$ cat src/rtl/attn_ctl_pkg.sv
`timescale 1ns/1ps
package attn_ctl_pkg;
    // Encoding is {mode_serial, latch_en} after synchronisation.
    typedef enum logic [1:0] {
        ST_PAR_HOLD   = 2'b00,
        ST_PAR_FOLLOW = 2'b01,
        ST_SER_SHIFT  = 2'b10,
        ST_SER_LOAD   = 2'b11
    } ctl_state_t;
endpackage

$ cat src/rtl/attn_sync.sv
`timescale 1ns/1ps
module attn_sync #(
    parameter int WIDTH  = 10,
    parameter int STAGES = 2
) (
    input  logic             clk,
    input  logic             rst_n,
    input  logic [WIDTH-1:0] d_in,
    output logic [WIDTH-1:0] d_out
);
    logic [WIDTH-1:0] stage_q [STAGES];

    genvar g;
    generate
        for (g = 0; g < STAGES; g++) begin : g_stage
            if (g == 0) begin : g_first
                always_ff @(posedge clk or negedge rst_n) begin
                    if (!rst_n) stage_q[g] <= '0;
                    else        stage_q[g] <= d_in;
                end
            end else begin : g_next
                always_ff @(posedge clk or negedge rst_n) begin
                    if (!rst_n) stage_q[g] <= '0;
                    else        stage_q[g] <= stage_q[g-1];
                end
            end
        end
    endgenerate

    assign d_out = stage_q[STAGES-1];
endmodule

$ cat src/rtl/attn_shift.sv
`timescale 1ns/1ps
module attn_shift #(
    parameter int SHIFT_LEN = 8,
    parameter int CODE_W    = 6
) (
    input  logic              clk,
    input  logic              rst_n,
    input  logic              shift_en,
    input  logic              din,
    output logic [CODE_W-1:0] code_low,
    output logic              dout
);
    logic [SHIFT_LEN-1:0] shreg_q;
    logic                 dout_q;

    always_ff @(posedge clk or negedge rst_n) begin
        if (!rst_n) begin
            shreg_q <= '0;
            dout_q  <= 1'b0;
        end else if (shift_en) begin
            // the bit pushed off the top is the one shifted in SHIFT_LEN shifts ago
            dout_q  <= shreg_q[SHIFT_LEN-1];
            shreg_q <= {shreg_q[SHIFT_LEN-2:0], din};
        end
    end

    assign code_low = shreg_q[CODE_W-1:0];
    assign dout     = dout_q;
endmodule

$ cat src/rtl/attn_ctl.sv
`timescale 1ns/1ps
module attn_ctl
    import attn_ctl_pkg::*;
#(
    parameter int CODE_W      = 6,
    parameter int SHIFT_LEN   = 8,
    parameter int SYNC_STAGES = 2
) (
    input  logic              clk,
    input  logic              rst_n,
    input  logic              mode_serial,
    input  logic              latch_en,
    input  logic              ser_clk,
    input  logic              ser_din,
    input  logic [CODE_W-1:0] par_code,
    output logic              ser_dout,
    output logic [CODE_W-1:0] atten_code
);
    localparam int SYNC_W = CODE_W + 4;

    logic [SYNC_W-1:0] raw_bus, syn_bus;
    logic              mode_s, le_s, sclk_s, sdi_s;
    logic [CODE_W-1:0] par_s;
    logic              sclk_prev_q, sclk_rise, shift_en;
    logic [CODE_W-1:0] shift_low;
    logic [CODE_W-1:0] atten_q, atten_d;
    ctl_state_t        state_q, state_d;

    assign raw_bus = {mode_serial, latch_en, ser_clk, ser_din, par_code};

    attn_sync #(.WIDTH(SYNC_W), .STAGES(SYNC_STAGES)) u_sync (
        .clk   (clk),
        .rst_n (rst_n),
        .d_in  (raw_bus),
        .d_out (syn_bus)
    );

    assign {mode_s, le_s, sclk_s, sdi_s, par_s} = syn_bus;

    always_ff @(posedge clk or negedge rst_n) begin
        if (!rst_n) sclk_prev_q <= 1'b0;
        else        sclk_prev_q <= sclk_s;
    end
    assign sclk_rise = sclk_s & ~sclk_prev_q;

    // next state comes straight from the synchronised {mode, strobe} pair
    assign state_d = ctl_state_t'({mode_s, le_s});

    always_ff @(posedge clk or negedge rst_n) begin
        if (!rst_n) state_q <= ST_PAR_HOLD;
        else        state_q <= state_d;
    end

    assign shift_en = (state_d == ST_SER_SHIFT) && sclk_rise;

    attn_shift #(.SHIFT_LEN(SHIFT_LEN), .CODE_W(CODE_W)) u_shift (
        .clk      (clk),
        .rst_n    (rst_n),
        .shift_en (shift_en),
        .din      (sdi_s),
        .code_low (shift_low),
        .dout     (ser_dout)
    );

    always_comb begin
        atten_d = atten_q;
        unique case (state_d)
            ST_PAR_HOLD:   atten_d = atten_q;
            ST_PAR_FOLLOW: atten_d = par_s;
            ST_SER_SHIFT:  atten_d = atten_q;
            ST_SER_LOAD:   if (state_q == ST_SER_SHIFT) atten_d = shift_low;
            default:       atten_d = atten_q;
        endcase
    end

    always_ff @(posedge clk or negedge rst_n) begin
        if (!rst_n) atten_q <= '0;
        else        atten_q <= atten_d;
    end

    assign atten_code = atten_q;

    // strobe held high in serial mode: no shifting reaches the output
    assert_mask_sdo_R7: assert property (@(posedge clk) disable iff (!rst_n)
        (state_q == ST_SER_LOAD && state_d == ST_SER_LOAD) |=> $stable(ser_dout));

    assert_commit_R6: assert property (@(posedge clk) disable iff (!rst_n)
        (state_q == ST_SER_SHIFT && state_d == ST_SER_LOAD) |=> atten_code == $past(shift_low));

    assert_follow_R9: assert property (@(posedge clk) disable iff (!rst_n)
        (state_d == ST_PAR_FOLLOW) |=> atten_code == $past(par_s));

    assert_hold_R10: assert property (@(posedge clk) disable iff (!rst_n)
        (state_q == ST_PAR_HOLD && state_d == ST_PAR_HOLD) |=> $stable(atten_code));

    // entering serial without a strobe rise (mode change included) keeps the code
    assert_mode_keep_R11: assert property (@(posedge clk) disable iff (!rst_n)
        (state_d == ST_SER_SHIFT || (state_d == ST_SER_LOAD && state_q != ST_SER_SHIFT))
        |=> $stable(atten_code));

    assert_par_noshift_R13: assert property (@(posedge clk) disable iff (!rst_n)
        (!mode_s) |=> $stable(ser_dout));
endmodule

$ cat config.mk
export PLATFORM = sky130hd
export DESIGN_NAME = attn_ctl
export DESIGN_NICKNAME = d
export VERILOG_FILES = /design/src/rtl/attn_ctl_pkg.sv /design/src/rtl/attn_sync.sv /design/src/rtl/attn_shift.sv /design/src/rtl/attn_ctl.sv
export SDC_FILE = /design/constraint.sdc
export NUM_CORES = 1
export LEC_CHECK = 0
export BUFFER_PORTS_ARGS = -buffer_cell sky130_fd_sc_hd__buf_2
export CAP_MARGIN = 20
export CORE_UTILIZATION = 45
export CTS_BUF_LIST = sky130_fd_sc_hd__clkbuf_8
export DETAILED_ROUTE_END_ITERATION = 6
export PLACE_DENSITY = 0.65
export SLEW_MARGIN = 5
export SYNTH_ARGS = -nofsm -noshare
export SYNTH_HDL_FRONTEND = slang
export SYNTH_SLANG_ARGS = --single-unit
$ cat constraint.sdc
create_clock -name clk -period 2.61 [get_ports clk]
set_input_delay 0.522 -clock clk [delete_from_list [all_inputs] [get_ports clk]]
set_output_delay 0.522 -clock clk [all_outputs]
set_load 0.005 [all_outputs]
==> results.tsv <==
metric	value	unit
Die Area	2960	um^2
Final Worst Setup Slack	1.18	ns
IO Pins	19	
chip height	54.4	um
synth warn	0	
Post-layout nets	100	
Syn Nets	76	
core area	2540	um^2
Skew-Pair Late Insertion Delay	0.29	ns
number of vias per cell	4.93	
fin. max-slew vios	0	
ys async rst share	1.00	
drt pass-1 iters	2	
internal power	1.00	mW
Final HPWL DP	1030	um
WL per Instance	13.6	um
vias in the first global route	578	
Total Wirelength	1620	um
Pleak	0.697	nW
clock buffer depth	2	
first-pass GRT wire length	2700	um
NetSw	278	uW
post-CTS setup buffers	0	
Worst Hold Class	input pin to asynchronous set/reset pin	
Post-Synthesis Cells	64	
row count	18	
P per Cell Area	871	nW/um^2
setup TNS	0	ns
GRT Total Usage	0.145	
CTS tree	yes	
post-route ant nets	0	
fin crit period	1.43	ns
IO Port Bufs	18	
TritonCTS Buffers	5	
clock share of power	0.381	
register area share after synthesis	0.770	
run status	complete, no violations	
fmax	0.700	GHz
maximum VDD drop	556	uV
Post-synth EDFFs	0	
Final setup viols	0	
total gr overflow	0	
worst reg2reg startpoint	u_sync.d_out[8]	
Worst Tran Pin Value	0.801	ns
combinational share of power	0.081	
gpl congestion	0.694	
Synth Flop Type	dfrtp_1	
worst path arrival time	1.61	ns
Worst Skew	0.00524	ns
Yosys top cell by area	dfrtp_1	
relative slew slack	0.466	
Tcrit/Tclk final	0.548	
RR Endpoint	u_shift.shreg_q[4]	
clock sinks	38	
Synth top area share	0.770	
WP data required	2.79	ns
Starting Density	0.485	
crit path to	u_shift.shreg_q[4]	
Iteration-0 DRC Markers	1	
layout cells sized above 1	0.472	
reg2reg setup slack	1.18	ns
RSZ-0062 raised after global routing	false	
top-count cell post-synth	dfrtp_1	
initial antenna violation count	0	
drt drc	0	
Clock transition at path regs	0.07	ns
Syn Std Cell Area	1230	um^2
Area growth, synth to finish	18.9	%
Ant. Diodes	0	
Die Wd	54.4	um
flops & latches, synth	38	
syn_area_per_cell	19.3	um^2
Post-CTS Resized	0	
# H-tree levels	2	
startpoint types	register	
Net Sw Frac	0.217	
kind of critical path	register to register	
Reg power frac	0.538	
Fin. Hold Viols	0	
CP max FO	9	
Crit. Startpoint	u_sync.d_out[8]	
hold_buf cts	0	
Synth top cells by count	38 x dfrtp_1, 13 x mux2_2, 7 x mux2_1	
Vias	587	
Max Cap Viol	0	
Synth area leaders	dfrtp_1 77%, mux2_2 12%, mux2_1 6.4%, mux2_4 1.2%, and4bb_1 1.0%	
largest net degree at the start of global routing	39	
Netlist cell types	9	
Register-to-Register Path Depth	2	
clock root buffer	clkbuf_8	
Critical Path End Type	register	
pre-CTS setup slack	1.18	ns
area by class of cell:
class | instances | area [um^2]
Fill cell | 217 | 1080
Clock buffer | 5 | 68.8
Multi-Input combinational cell | 25 | 277
Tap cell | 30 | 37.5
Clock inverter | 3 | 45.0
Timing Repair Buffer | 18 | 90.1
Sequential cell | 38 | 951
registers in the layout, indices dropped and copies added, names as in the netlist:
signal and count:
atten_code 6, sclk_prev_q 1, state_q 2, u_shift.dout 1, u_shift.shreg_q 8, u_sync.d_out 10, u_sync.stage_q 10
power by group through the flow:
stage / registers [mW] / clock network [mW] / logic [mW]
6_report: 0.687 / 0.487 / 0.104
5_1_grt: 0.697 / 0.525 / 0.115
4_1_cts: 0.688 / 0.506 / 0.108
3_5_place_dp: 0.698 / 0 / 0.107
3_3_place_gp: 0.696 / 0 / 0.104
2_1_floorplan: 0.690 / 0 / 0.0612
metrics by stage:
stage / hold slack (ns) / util / cells / power, mW / area, um^2
after floorplan: 0.226 / - / 64 / 0.751 / 1230
after global placement: 0.331 / 0.532 / 111 / 0.800 / 1360
after detailed placement: 0.336 / 0.532 / 111 / 0.805 / 1360
after CTS: 0.322 / 0.577 / 119 / 1.30 / 1470
after global routing: 0.321 / 0.577 / 119 / 1.34 / 1470
final: 0.317 / 0.577 / 119 / 1.28 / 1470
critical path, cell delays in order, from the launching register on:
cell and delay, ns:
dfrtp_1 0.41, and4bb_1 0.53, mux2_2 0.38
metal layers:
layer	routed length, um	vias to the layer above	GRT usage
li1	-	266	-
met1	703	300	0.180
met2	786	17	0.191
met3	102	4	0.0750
met4	31	0	0.103
met5	0	-	0
how the worst min path moves through the flow:
stage / from / to / cells past startpoint
3_5_place_dp: u_sync.stage_q[17] / u_sync.d_out[7] / 0
5_1_grt: par_code[2] / u_sync.stage_q[12] / 1
3_3_place_gp: u_sync.stage_q[19] / u_sync.d_out[9] / 0
4_1_cts: mode_serial / u_sync.stage_q[19] / 1
2_1_floorplan: rst_n / atten_code[0] / 0
6_report: rst_n / u_sync.d_out[6] / 1
cell usage in the layout, fill, tap and decap left out:
cell        synthesis  final
dfrtp_1            38     38
buf_2               0     18
mux2_2             13     13
mux2_1              7      7
clkbuf_8            0      5
clkinvlp_4          0      2
and4bb_1            1      1
nand2_2             1      1
nand2b_1            1      1
a21boi_2            1      1
mux2_4              1      1
bufinv_16           0      1
cell families after synthesis:
family          Yosys count  share of synthesized area
compound gates            1                    0.00912
buf+inv                   1                    0.00608
flops                    38                      0.770
mux                      21                      0.195
simple gates              3                     0.0203
No activity file was read; power rests on OpenSTA's default activity.
